==> config.mk <==
export PLATFORM = sky130hd
export DESIGN_NAME = scanline_irq_counter
export DESIGN_NICKNAME = d
export VERILOG_FILES = /design/src/rtl/scanirq_pkg.sv /design/src/rtl/scanirq_decode.sv /design/src/rtl/scanirq_tick.sv /design/src/rtl/scanirq_core.sv /design/src/rtl/scanline_irq_counter.sv
export SDC_FILE = /design/constraint.sdc
export NUM_CORES = 1
export LEC_CHECK = 0
export BUFFER_PORTS_ARGS = -buffer_cell sky130_fd_sc_hd__buf_2
export CAP_MARGIN = 20
export CORE_MARGIN = 5
export CORE_UTILIZATION = 27
export CTS_CLUSTER_SIZE = 40
export DETAILED_ROUTE_END_ITERATION = 16
export PLACE_DENSITY = 0.63
export SETUP_SLACK_MARGIN = 0.3
export SLEW_MARGIN = 20
export SYNTH_ARGS = -nofsm -noshare
export SYNTH_HDL_FRONTEND = slang
export SYNTH_SLANG_ARGS = --single-unit
==> constraint.sdc <==
create_clock -name clk -period 2.7 [get_ports clk]
set_clock_uncertainty 0.15 [all_clocks]
set_input_delay 0.27 -clock clk [delete_from_list [all_inputs] [get_ports clk]]
set_output_delay 0.27 -clock clk [all_outputs]
set_load 0.02 [all_outputs]
==> src/rtl/scanirq_pkg.sv <==
package scanirq_pkg;
  typedef enum logic [2:0] {
    OP_NONE   = 3'd0,
    OP_LATCH  = 3'd1,
    OP_CLEAR  = 3'd2,
    OP_IRQOFF = 3'd3,
    OP_IRQON  = 3'd4
  } reg_op_t;
endpackage

==> src/rtl/scanirq_decode.sv <==
module scanirq_decode
  import scanirq_pkg::*;
#(
  parameter int ADDR_W = 16
) (
  input  logic              wr_en,
  input  logic [ADDR_W-1:0] wr_addr,
  output reg_op_t           op
);
  localparam logic [2:0] REGION_CNT = 3'b110;
  localparam logic [2:0] REGION_ENA = 3'b111;

  logic [2:0] region;
  logic       odd;

  assign region = wr_addr[ADDR_W-1 -: 3];
  assign odd    = wr_addr[0];

  always_comb begin
    op = OP_NONE;
    if (wr_en) begin
      if (region == REGION_CNT) begin
        op = odd ? OP_CLEAR : OP_LATCH;
      end else if (region == REGION_ENA) begin
        op = odd ? OP_IRQON : OP_IRQOFF;
      end
    end
  end
endmodule

==> src/rtl/scanirq_tick.sv <==
module scanirq_tick #(
  parameter int LINE_W    = 9,
  parameter int DOT_W     = 9,
  parameter int COUNT_DOT = 260,
  parameter int LAST_VIS  = 239,
  parameter int PRE_LINE  = 261
) (
  input  logic              clk,
  input  logic              rst,
  input  logic [LINE_W-1:0] line,
  input  logic [DOT_W-1:0]  dot,
  input  logic              bg_en,
  input  logic              spr_en,
  output logic              tick
);
  localparam logic [DOT_W-1:0]  DOT_K  = DOT_W'(COUNT_DOT);
  localparam logic [LINE_W-1:0] LAST_K = LINE_W'(LAST_VIS);
  localparam logic [LINE_W-1:0] PRE_K  = LINE_W'(PRE_LINE);

  logic at_dot;
  logic line_ok;
  logic render_on;
  logic cond;
  logic cond_q;

  assign at_dot    = (dot == DOT_K);
  assign line_ok   = (line <= LAST_K) || (line == PRE_K);
  assign render_on = bg_en | spr_en;
  assign cond      = at_dot & line_ok & render_on;

  always_ff @(posedge clk) begin
    if (rst) begin
      cond_q <= 1'b0;
    end else begin
      cond_q <= cond;
    end
  end

  assign tick = cond & ~cond_q;
endmodule

==> src/rtl/scanirq_core.sv <==
module scanirq_core
  import scanirq_pkg::*;
#(
  parameter int CNT_W = 8
) (
  input  logic             clk,
  input  logic             rst,
  input  reg_op_t          op,
  input  logic [CNT_W-1:0] wr_data,
  input  logic             tick,
  output logic [CNT_W-1:0] count_o,
  output logic             enable_o,
  output logic             irq_o
);
  localparam logic [CNT_W-1:0] ZERO = '0;
  localparam logic [CNT_W-1:0] ONE  = CNT_W'(1);

  logic [CNT_W-1:0] reload_q;
  logic [CNT_W-1:0] count_q;
  logic             enable_q;
  logic             irq_q;
  logic [CNT_W-1:0] count_d;
  logic             hit;

  always_comb begin
    count_d = count_q;
    hit     = 1'b0;
    if (op == OP_CLEAR) begin
      count_d = ZERO;
    end else if (tick) begin
      if (count_q == ZERO) begin
        count_d = reload_q;
      end else begin
        count_d = count_q - ONE;
        hit     = (count_q == ONE);
      end
    end
  end

  always_ff @(posedge clk) begin
    if (rst) begin
      reload_q <= ZERO;
      count_q  <= ZERO;
      enable_q <= 1'b0;
      irq_q    <= 1'b0;
    end else begin
      count_q <= count_d;
      if (op == OP_LATCH) begin
        reload_q <= wr_data;
      end
      if (op == OP_IRQOFF) begin
        enable_q <= 1'b0;
        irq_q    <= 1'b0;
      end else begin
        if (op == OP_IRQON) begin
          enable_q <= 1'b1;
        end
        if (hit && enable_q) begin
          irq_q <= 1'b1;
        end
      end
    end
  end

  assign count_o  = count_q;
  assign enable_o = enable_q;
  assign irq_o    = irq_q;
endmodule

==> src/rtl/scanline_irq_counter.sv <==
module scanline_irq_counter
  import scanirq_pkg::*;
#(
  parameter int ADDR_W    = 16,
  parameter int DATA_W    = 8,
  parameter int LINE_W    = 9,
  parameter int DOT_W     = 9,
  parameter int COUNT_DOT = 260,
  parameter int LAST_VIS  = 239,
  parameter int PRE_LINE  = 261
) (
  input  logic              clk,
  input  logic              rst,
  input  logic              wr_en,
  input  logic [ADDR_W-1:0] wr_addr,
  input  logic [DATA_W-1:0] wr_data,
  input  logic [LINE_W-1:0] line,
  input  logic [DOT_W-1:0]  dot,
  input  logic              bg_en,
  input  logic              spr_en,
  output logic              irq
);
  reg_op_t           op;
  logic              tick_stb;
  logic [DATA_W-1:0] count_q;
  logic              enable_q;

  scanirq_decode #(.ADDR_W(ADDR_W)) u_decode (
    .wr_en   (wr_en),
    .wr_addr (wr_addr),
    .op      (op)
  );

  scanirq_tick #(
    .LINE_W    (LINE_W),
    .DOT_W     (DOT_W),
    .COUNT_DOT (COUNT_DOT),
    .LAST_VIS  (LAST_VIS),
    .PRE_LINE  (PRE_LINE)
  ) u_tick (
    .clk    (clk),
    .rst    (rst),
    .line   (line),
    .dot    (dot),
    .bg_en  (bg_en),
    .spr_en (spr_en),
    .tick   (tick_stb)
  );

  scanirq_core #(.CNT_W(DATA_W)) u_core (
    .clk      (clk),
    .rst      (rst),
    .op       (op),
    .wr_data  (wr_data),
    .tick     (tick_stb),
    .count_o  (count_q),
    .enable_o (enable_q),
    .irq_o    (irq)
  );
endmodule

==> impl_metrics.csv <==
group,metric,value,unit
critical_path,crit_type,"reg2reg",
synth,synth_area,1070,um^2
critical_path,worstPathRequired,2.70,ns
global_route,grt_antenna_before_repair,0,
place,routabilityCongestion,0.780,
critical_path,cp_cell_sequence,"inv_1 > ha_2 > or4b_2 > nor2_1 > mux2i_1 > nor4_1 > a32o_1",
power_and_ir_drop,power.density,389,nW/um^2
synth,syn_inst,120,
critical_path,arrival,2.30,ns
worst_hold_path,whs_path_depth,3,
critical_path,end_kind,"flip-flop",
synth,ys.flop_type,"dfxtp_1",
synth,synth_top_family_by_area,"simple AND/OR/NAND/NOR gates",
worst_hold_path,min_to,"u_core.reload_q[5]$_SDFFE_PP0N_",
synth,yosysTopAreaCell,"dfxtp_1",
cts,clk_pin_slew,0.07,ns
critical_path,ff2ff_path_depth,7,
worst_hold_path,hold_start,"wr_data[5]",
cts,root_buffer,"clkbuf_8",
sta,fin_crit_sh,0.852,
detailed_routing,ant_nets,0,
place,dpl.hpwl,1.97,mm
critical_path,r2r_slack,0.40,ns
cts,clk_latency,0.25,ns
floorplan,num_rows,23,
cts,cts_sinks,19,
synth,yosys-mux-area-fraction,0.112,
sta,max_freq,0.435,GHz
floorplan,core,3940,um^2
floorplan,die_y,73.1,um
critical_path,cp-start-kind,"flip-flop",
sta,final_max_slew_viol_count,0,
synth,synth-seq-cells,19,
sta,hold_viol_final,0,
status,status,"completed",
cts,cts_tree,"done",
power_and_ir_drop,irDropWorstVdd,309,uV
synth,yosysWarnings,0,
synth,synth_compound_area_frac,0.140,
cts,post-cts-setup-buffers,0,
sta,rsz0062_at_grt,"no",
sta,setup_ws,0.401,ns
detailed_routing,drt_pass1_iterations,4,
sta,tns,0,ns
global_route,grt_pass1_wl,4.00,mm
synth,async_flop_share,0,
synth,synth_edf_count,0,
synth,yosys.area_share.xor_xnor,0,
global_route,grt_overflow_total,0,
synth,synth_nets,170,
critical_path,critical_path.slowest_cell,"or4b_2",
critical_path,r2r-start,"u_core.count_o[0]$_SDFFE_PP0P_",
power_and_ir_drop,p_leak,0.528,nW
floorplan,die_w,73.1,um
global_route,grt_usage,0.0942,
floorplan,die_area,5340,um^2
sta,relSlewSlack,0.642,
detailed_routing,routed_wl,2.56,mm
sta,setup_viol,0,
synth,synthTopCellsByArea,"dfxtp_1, mux2i_1, nor2_1",
sta,worst_pin_slew,0.535,ns
layout,diodes,0,
detailed_routing,drt_iter0_markers,19,
layout,finalNetCount,209,
critical_path,crit_path_max_incr_delay,0.67,ns
critical_path,crit_fanout,7,
detailed_routing,post_drt_wl_per_cell,12.3,um
place,io_buffers,35,
detailed_routing,via_per_inst,4.89,
critical_path,reg2reg_to,"u_core.count_o[3]$_SDFFE_PP0P_",
detailed_routing,drc,0,
global_route,grt_max_degree,14,
flow_run,maxCapViolations,0,
synth,syn_area_per_cell,8.96,um^2
worst_hold_path,min_path_type,"in2reg",
synth,netlist.area_leader.share,0.354,
global_route,grt_pass1_vias,928,
sta,period_needed,2.30,ns
synth,yosys.area_share.simple,0.332,
cts,hold_buffers,0,
synth,synth_adder_area_share,0.0349,
cts,clock_path_buffers,2,
floorplan,io_pins,48,
cts,cts_max_level,1,
detailed_routing,vias,1018,
place,dp_slack,0.368,ns
synth,ys_seq_area_frac,0.354,
layout,drive_gt1_frac,0.316,
critical_path,cp-startpoint,"u_core.count_o[0]$_SDFFE_PP0P_",
layout,synthToLayoutAreaGrowth,27.2,%
cts,numCtsBuffers,3,
floorplan,initial_core_util,0.273,
synth,synth.distinct_cells,36,
-- layer usage --
metal / routed length (um) / share of wire / vias to the layer above / GRT usage
li1: - / - / 530 / -
met1: 1130 / 0.44 / 461 / 0.117
met2: 1270 / 0.49 / 25 / 0.157
met3: 153 / 0.060 / 2 / 0.0331
met4: 16 / 0.0062 / 0 / 0.0184
met5: 0 / 0 / - / 0
-- stage by stage --
stage | power [mW] | hold slack, ns | utilization | cell area (um^2) | cells
final | 0.532 | 0.0948 | 0.347 | 1370 | 208
after global routing | 0.561 | 0.0914 | 0.347 | 1370 | 208
after CTS | 0.540 | 0.0896 | 0.346 | 1360 | 208
after detailed placement | 0.342 | 0.296 | 0.334 | 1320 | 204
after global placement | 0.341 | 0.290 | 0.334 | 1320 | 204
after floorplan | 0.310 | 0.199 | - | 1070 | 120
-- flip-flops by register name, indices dropped and copies added, names as in the netlist --
register and count:
u_tick.cond_q 1, u_core.enable_o 1, u_core.irq_o 1, u_core.count_o 8, u_core.reload_q 8
-- timing repair --
action | in CTS | in global routing
endpoints found under the hold margin | 0 | 0
resized for setup | 0 | 2
endpoints found under the setup margin | 0 | 4
-- layout by cell type (no fill, tap or decap), types with 2 or more instances in the layout --
cell	count
nor4_1	4
nor4bb_1	2
or3_1	2
nor3_1	6
buf_2	35
dfxtp_1	19
inv_1	5
nand4b_1	2
clkbuf_8	3
mux2i_1	12
buf_4	2
a21oi_1	5
nor2_1	21
nor2b_1	3
a32o_1	4
nand4_1	4
ha_1	2
nand2b_1	3
o31ai_1	2
-- layout make-up --
class                           instances  area (um^2)
Fill cell                             413         2570
Sequential cell                        19          380
Multi-Input combinational cell         93          669
Inverter                                5         18.8
Clock buffer                            3         41.3
Clock inverter                          1         5.00
Timing Repair Buffer                   37          190
Tap cell                               50         62.6
-- where the power goes --
| part | internal, mW | switching, mW | total [mW] | leakage (nW) |
|---|---|---|---|---|
| Clock | 0.103 | 0.0944 | 0.197 | 0.0255 |
| Combinational | 0.0269 | 0.0252 | 0.0521 | 0.349 |
| Sequential | 0.282 | 0.00104 | 0.283 | 0.153 |
| Total | 0.411 | 0.121 | 0.532 | 0.528 |
-- worst max-delay path, delay by kind of cell, from the launching register on --
| family | cells | cell delay, ns |
|---|---|---|
| compound gates | 1 | 0.21 |
| fa+ha+maj | 1 | 0.23 |
| buf+inv | 1 | 0.13 |
| flops | 1 | 0.38 |
| mux | 1 | 0.20 |
| simple gates | 3 | 0.90 |
-- cell usage after synthesis (all sizes together) (2+ instances only) --
master  count
nor3b       2
or3         2
nor2b       3
clkbuf      3
nand4       4
inv         5
nor4        5
nor4bb      2
nand2b      3
a21oi       5
dfxtp      19
mux2i      12
ha          3
nand4b      2
o31ai       2
nor2       22
a32o        4
nor3        6
or4         2
-- logic make-up (layout without fill, tap and decap cells) --
| kind of cell | count (synthesis) | in the layout |
|---|---|---|
| and+or+nand+nor | 59 | 59 |
| AOI/OAI and AO/OA | 19 | 19 |
| DFF | 19 | 19 |
| muxes | 12 | 12 |
| buffers and inverters | 8 | 46 |
| adders and majority gates | 3 | 3 |
-- how the worst max path moves through the flow --
stage	to	depth (start not counted)	slack, ns
after floorplan	u_core.count_o[3]$_SDFFE_PP0P_	7	0.57
after global placement	u_core.count_o[7]$_SDFFE_PP0P_	6	0.39
after detailed placement	u_core.count_o[7]$_SDFFE_PP0P_	6	0.37
after CTS	u_core.count_o[1]$_SDFFE_PP0P_	7	0.38
after global routing	u_core.count_o[3]$_SDFFE_PP0P_	7	0.30
final	u_core.count_o[3]$_SDFFE_PP0P_	7	0.40
No activity file was read; power rests on OpenSTA's default activity.
